<file path="config.mk">
export PLATFORM = sky130hd
export DESIGN_NAME = burst_addr_gen
export DESIGN_NICKNAME = d
export VERILOG_FILES = /design/src/rtl/burst_pkg.sv /design/src/rtl/burst_beat_ctr.sv /design/src/rtl/burst_order_map.sv /design/src/rtl/burst_addr_gen.sv
export SDC_FILE = /design/constraint.sdc
export NUM_CORES = 1
export LEC_CHECK = 0
export BUFFER_PORTS_ARGS = -buffer_cell sky130_fd_sc_hd__buf_2
export CORE_ASPECT_RATIO = 0.9
export CORE_MARGIN = 2
export CORE_UTILIZATION = 34
export CTS_CLUSTER_DIAMETER = 100
export DETAILED_ROUTE_END_ITERATION = 10
export GPL_ROUTABILITY_DRIVEN = 0
export HOLD_SLACK_MARGIN = 0.05
export PLACE_DENSITY = 0.71
export REMOVE_ABC_BUFFERS = 1
export SLEW_MARGIN = 0
export SYNTH_ARGS = -nofsm -noshare
export SYNTH_HDL_FRONTEND = slang
export SYNTH_SLANG_ARGS = --single-unit
</file>
<file path="constraint.sdc">
create_clock -name clk -period 2.6 [get_ports clk]
set_input_delay 0.13 -clock clk [delete_from_list [all_inputs] [get_ports clk]]
set_output_delay 0.13 -clock clk [all_outputs]
set_load 0.05 [all_outputs]
</file>
<file path="src/rtl/burst_pkg.sv">
package burst_pkg;
    // number of address bits that move within a burst
    localparam int unsigned LOW_W = 2;
    localparam int unsigned BEATS = 1 << LOW_W;

    typedef enum logic [1:0] {
        ST_IDLE = 2'd0,
        ST_STEP = 2'd1,
        ST_HOLD = 2'd2
    } burst_state_e;
endpackage

</file>
<file path="src/rtl/burst_beat_ctr.sv">
module burst_beat_ctr
    import burst_pkg::*;
(
    input  logic             clk,
    input  logic             rst_n,
    input  logic             clr,
    input  logic             inc,
    output logic [LOW_W-1:0] beat
);
    localparam logic [LOW_W-1:0] LAST = LOW_W'(BEATS - 1);

    logic [LOW_W-1:0] beat_q;

    always_ff @(posedge clk or negedge rst_n) begin
        if (!rst_n)
            beat_q <= '0;
        else if (clr)
            beat_q <= '0;
        else if (inc)
            beat_q <= beat_q + 1'b1;
    end

    assign beat = beat_q;

    // the counter wraps from the last beat back to zero
    p_wrap_r6: assert property (@(posedge clk) disable iff (!rst_n)
        (inc && !clr && beat_q == LAST) |=> (beat_q == '0));

    // clear wins over increment
    p_clr_first_r8: assert property (@(posedge clk) disable iff (!rst_n)
        (clr && inc) |=> (beat_q == '0));
endmodule

</file>
<file path="src/rtl/burst_order_map.sv">
module burst_order_map
    import burst_pkg::*;
(
    input  logic [LOW_W-1:0] start,
    input  logic [LOW_W-1:0] beat,
    input  logic             ilv,
    output logic [LOW_W-1:0] low
);
    logic [LOW_W-1:0] lin_low;
    logic [LOW_W-1:0] xor_low;

    assign lin_low = start + beat;   // modulo 2**LOW_W by width

    for (genvar b = 0; b < LOW_W; b++) begin : g_xor
        assign xor_low[b] = start[b] ^ beat[b];
    end

    assign low = ilv ? xor_low : lin_low;
endmodule

</file>
<file path="src/rtl/burst_addr_gen.sv">
module burst_addr_gen
    import burst_pkg::*;
#(
    parameter int unsigned ADDR_W = 18
) (
    input  logic              clk,
    input  logic              rst_n,
    input  logic              load_i,
    input  logic              adv_i,
    input  logic              mode_i,
    input  logic [ADDR_W-1:0] base_i,
    output logic [ADDR_W-1:0] addr_o,
    output logic [LOW_W-1:0]  beat_o
);
    localparam int unsigned HI_W = ADDR_W - LOW_W;

    burst_state_e state_q, state_d;

    logic [HI_W-1:0]  upper_q;
    logic [LOW_W-1:0] start_q;
    logic             ilv_q;
    logic             ctr_clr;
    logic             ctr_inc;
    logic [LOW_W-1:0] beat;
    logic [LOW_W-1:0] low;

    // next-state logic
    always_comb begin
        state_d = state_q;
        unique case (state_q)
            ST_IDLE: if (load_i) state_d = ST_STEP;
            ST_STEP,
            ST_HOLD: begin
                if (load_i || adv_i) state_d = ST_STEP;
                else                 state_d = ST_HOLD;
            end
            default: state_d = ST_IDLE;
        endcase
    end

    // state register
    always_ff @(posedge clk or negedge rst_n) begin
        if (!rst_n) state_q <= ST_IDLE;
        else        state_q <= state_d;
    end

    // control outputs of the state machine
    always_comb begin
        ctr_clr = load_i;
        ctr_inc = 1'b0;
        unique case (state_q)
            ST_IDLE:          ctr_inc = 1'b0;
            ST_STEP, ST_HOLD: ctr_inc = adv_i && !load_i;
            default:          ctr_inc = 1'b0;
        endcase
    end

    // burst context captured at load
    always_ff @(posedge clk or negedge rst_n) begin
        if (!rst_n) begin
            upper_q <= '0;
            start_q <= '0;
            ilv_q   <= 1'b0;
        end else if (load_i) begin
            upper_q <= base_i[ADDR_W-1:LOW_W];
            start_q <= base_i[LOW_W-1:0];
            ilv_q   <= mode_i;
        end
    end

    burst_beat_ctr u_ctr (
        .clk  (clk),
        .rst_n(rst_n),
        .clr  (ctr_clr),
        .inc  (ctr_inc),
        .beat (beat)
    );

    burst_order_map u_map (
        .start(start_q),
        .beat (beat),
        .ilv  (ilv_q),
        .low  (low)
    );

    assign addr_o = {upper_q, low};
    assign beat_o = beat;

    // a load presents the base at beat zero on the next cycle
    p_load_base_r2: assert property (@(posedge clk) disable iff (!rst_n)
        load_i |=> (addr_o == $past(base_i) && beat_o == '0));

    // upper bits do not move without a load
    p_upper_fixed_r5: assert property (@(posedge clk) disable iff (!rst_n)
        !load_i |=> $stable(addr_o[ADDR_W-1:LOW_W]));

    // no load and no advance holds everything
    p_hold_r7: assert property (@(posedge clk) disable iff (!rst_n)
        (!load_i && !adv_i) |=> ($stable(addr_o) && $stable(beat_o)));

    // advance inside a burst moves the beat up by one
    p_step_r6: assert property (@(posedge clk) disable iff (!rst_n)
        (state_q != ST_IDLE && adv_i && !load_i) |=>
            (beat_o == $past(beat_o) + 1'b1));

    // nothing moves before the first load
    p_idle_quiet_r10: assert property (@(posedge clk) disable iff (!rst_n)
        (state_q == ST_IDLE && !load_i) |=> (addr_o == '0 && beat_o == '0));
endmodule

</file>
Word-level counts from Yosys, hierarchy flattened

Cells that the tools add are included.

Output and inout bits: 20
RAM bits: 0
Bits in latches: 0
Memories: 0
Word-level logic and storage cells: 25
Register bits after elaboration: 23
ROM bits: 0

Add/subtract/negate cells: 2
Div/mod/pow operators: 0
Reductions and logical operators: 6
Equal/unequal tests: 3
Bitwise gates (word level): 2
Multiply operators: 0
Shifts and indexed selects: 0
Order comparisons: 0
Muxes and demuxes: 7

Operators by type and width:

| cell                                           | number |
|---|---|
| two-way mux 2 bit                              | 5 |
| case mux 2 bit (2 select lines)                | 1 |
| adder 2 x 1 -> 2 bit (second input constant)   | 1 |
| adder 2 bit                                    | 1 |
| == test 2 x 1 -> 1 bit (second input constant) | 1 |
| == test 2 bit (second input constant)          | 1 |
| zero test 2 bit                                | 1 |
| != test 2 bit (second input constant)          | 1 |
| nonzero test 2 bit                             | 1 |
| OR reduction 2 bit                             | 1 |
| XOR 1 bit                                      | 2 |
| logical AND 1 bit                              | 1 |
| zero test 1 bit                                | 1 |
| logical OR 1 bit                               | 1 |
| two-way mux 1 bit                              | 1 |

Longest topological paths before layout

Depth in word-level cells: 5
Mapped depth: 5

By module

A second synthesis with hierarchy kept.

Cell total of the unflattened synthesis: 67
Area, all modules: 984.7 µm²

Modules (own cells, without submodules):

| module          | sequential area each (µm²) | area each (µm²) | cells each | times used |
|---|---|---|---|---|
| burst_addr_gen  | 525.5                      | 859.6           | 56         | 1 |
| burst_beat_ctr  | 50.0                       | 88.8            | 7          | 1 |
| burst_order_map | 0.0                        | 36.3            | 4          | 1 |

Least setup slack after synthesis

No wires, ideal clock.

Path kind: reg-to-output
Start point: reg u_ctr.beat_q[0] (netlist: u_ctr.beat[0])
End point: out addr_o[1]
Arrival: 1.803 ns
Stages on the path, launching flop included: 4
Data required time: 2.470 ns
Slack: 0.667 ns
Path through: dfrtp_1 > ha_1 > nor2b_1 > xnor2_1

Longest elaborated chain between the ends: 2

RTL lines:

| what                   | line                  | source |
|---|---|---|
| from (decl)            | burst_beat_ctr.sv:12  | `logic [LOW_W-1:0] beat_q;` |
| from (signal assigned) | burst_beat_ctr.sv:20  | `beat_q <= beat_q + 1'b1;` |
| adder 2 bit            | burst_order_map.sv:12 | `assign lin_low = start + beat;` |
| two-way mux 2 bit      | burst_order_map.sv:18 | `assign low = ilv ? xor_low : lin_low;` |
| to (decl)              | burst_addr_gen.sv:12  | `output logic [ADDR_W-1:0] addr_o,` |

No other way between the ends.

Worst setup path in the final report

Same ends and word-level chain as after synthesis.

==> reports/results.ini <==
[yosys]
synth_area_leader_cell=dfrtp_1
synth_compound_area_share_pct=1.81
yosys_register_bits=23
synth-adder-area-share_pct=3.62
synthTopCellsByArea=dfrtp_1, mux2_4, ha_1
synth-simple-area-share_pct=4.58
synthDistinctLibCells=18
synthMuxAreaShare_pct=26.4
synthCells=68
synth_top_family_by_area=multiplexers
synth_warnings=0
syn_area_per_cell_um2=15.3
ys_seq_area_share_pct=55.5
synth_top_area_share_pct=55.5
synthXorXnorAreaFrac_pct=3.38
synth_area_mm2=0.00104

[grt]
grt_pass1_wl_mm=3.84
grt_pass1_vias=819
grt_start_max_net_pins=26
antenna_found_initial=0
grt_overflow=0
grt_use_total_pct=13.8

[sta]
tns_ns=0
slew_violations=0
min_period_over_period_pct=61.2
fin_crit_ns=1.59
fin_worst_hold_slack_ns=0.0628
hold_viol=0
worst_pin_slew_ns=0.688
max_slew_margin_pct=54.2
fmax_mhz=629
rsz0062_at_grt=false
setup_violations=0
skew_ns=0.00237

[setup_path]
required_ns=2.47
end_kind=primary output
cp-start-kind=flop
critical_path.max_fanout=4
critical_path_class=reg -> out
crit_arrival_ns=1.46

[finish]
fin_util_pct=49.2
final_common_cell=buf_2
num_antenna_cells=0
area_delta_synth_final_pct=41.0
fillers=267
instances_no_fill=170
layout_common_cells=buf_2, dfrtp_1, dlygate4sd3_1
multiInputGateArea_um2=413
seq_area_um2=576
nNetsFinal=155
drive_above_1_share_pct=50.8

[routing]
num_vias=746
wire_per_inst_um=14.1
first_pass_iters=3
drcViolationCount=0
detail-route-antenna-nets=0
drt-initial-drc-count=20
wirelength_mm=2.40
vias_per_cell=4.39

[cts]
ctsRootBufferMaster=clkbuf_4
clockBufferDepth=2
clock_latency_ns=0.30
htreeDepth=1
cts_buffers=3
cts_sinks=23
cts.clk_slew.worst_paths_ns=0.12
ctsResizeCount=0
cts_tree=done

[pwr]
p_total_mw=1.07
power_density_mw_per_mm2=730
vdd_drop_max_mv=0.331
p_leak_nw=0.743

[floorplan]
floorplan.initialDensity_pct=34.9
die_area_mm2=0.00351
core_mm2=0.00297
dieWidth_um=62.2
die_height_um=56.4
io_pins=43
row_count=19

[run_status]
status=completed

[placement]
numPortBuffers=42
dp_hpwl_mm=1.48
placedCellCount=149

[hold_path]
hold_class=in -> reg

[flow_run]
maxCapViolations=0

-- cells in the mapped netlist --
library cell / n
dfrtp_1: 23
mux2_4: 16
buf_6: 3
ha_1: 3
inv_1: 3
mux2_2: 3
nor2_1: 3
a21oi_1: 2
xnor2_1: 2
xor2_1: 2
inv_2: 1
nand2_1: 1
nand3_1: 1
nand3b_1: 1
nor2b_1: 1
nor3b_1: 1
o311ai_1: 1
or3_1: 1
-- state kept, by name, summed over array words and instances, names as in the netlist --
register	count
ilv_q	1
upper_q	16
state_q	2
start_q	2
u_ctr.beat	2
-- worst max-delay path: stages (launching register included) --
cell     delay [ns]
dfrtp_1        0.43
ha_1           0.20
nor2b_1        0.13
xnor2_1        0.11
buf_2          0.28
-- routing by layer --
layer / track usage, % / vias to the layer above / part of all wire, %
met4: 3.49 / 0 / 0.58
met5: 0 / - / 0
met1: 16.4 / 374 / 39
met3: 2.61 / 2 / 2.6
met2: 25.6 / 20 / 57
li1: - / 350 / -
-- cell type report --
class	instances	area share, %
Clock buffer	4	1.80
Inverter	4	1.03
Multi-Input combinational cell	38	28.2
Sequential cell	23	39.3
Tap cell	42	3.59
Timing Repair Buffer	59	26.0
-- timing repair --
item,4_1_cts,5_1_grt
setup buffers,0,0
hold buffers,11,6
hold endpoints to repair,33,6
-- power by group --
| group | switching (mW) | leakage, nW | internal [mW] | total, mW |
|---|---|---|---|---|
| Sequential | 0.0371 | 0.274 | 0.409 | 0.446 |
| Clock | 0.0986 | 0.0150 | 0.0598 | 0.158 |
| Combinational | 0.300 | 0.454 | 0.163 | 0.463 |
| Total | 0.435 | 0.743 | 0.632 | 1.07 |
-- logic make-up after synthesis --
logic type	after synthesis
compound gates	3
xor+xnor	4
fa+ha+maj	3
buf+inv	7
flops	23
mux	19
simple gates	9
-- worst paths after layout --
kind                               start          end  slack (ns)  cells past startpoint
setup / recovery           u_ctr.beat[0]    addr_o[1]        1.01                      4
hold / removal                    mode_i        ilv_q        0.06                      2
setup reg to reg              state_q[1]   state_q[0]        1.26                      5
hold reg to reg              upper_q[11]  upper_q[11]        0.52                      1
max in group asynchronous          rst_n   state_q[0]        1.95                      2
min in group asynchronous          rst_n  upper_q[10]        0.33                      2
-- per-stage QoR --
step                      setup WS [ns]  cell area [um2]
final                              1.01             1460
after global routing              0.903             1460
after CTS                         0.988             1400
after detailed placement           1.27             1270
after global placement             1.36             1270
after floorplan                   0.667             1000
(Power assumes the default switching activity.)
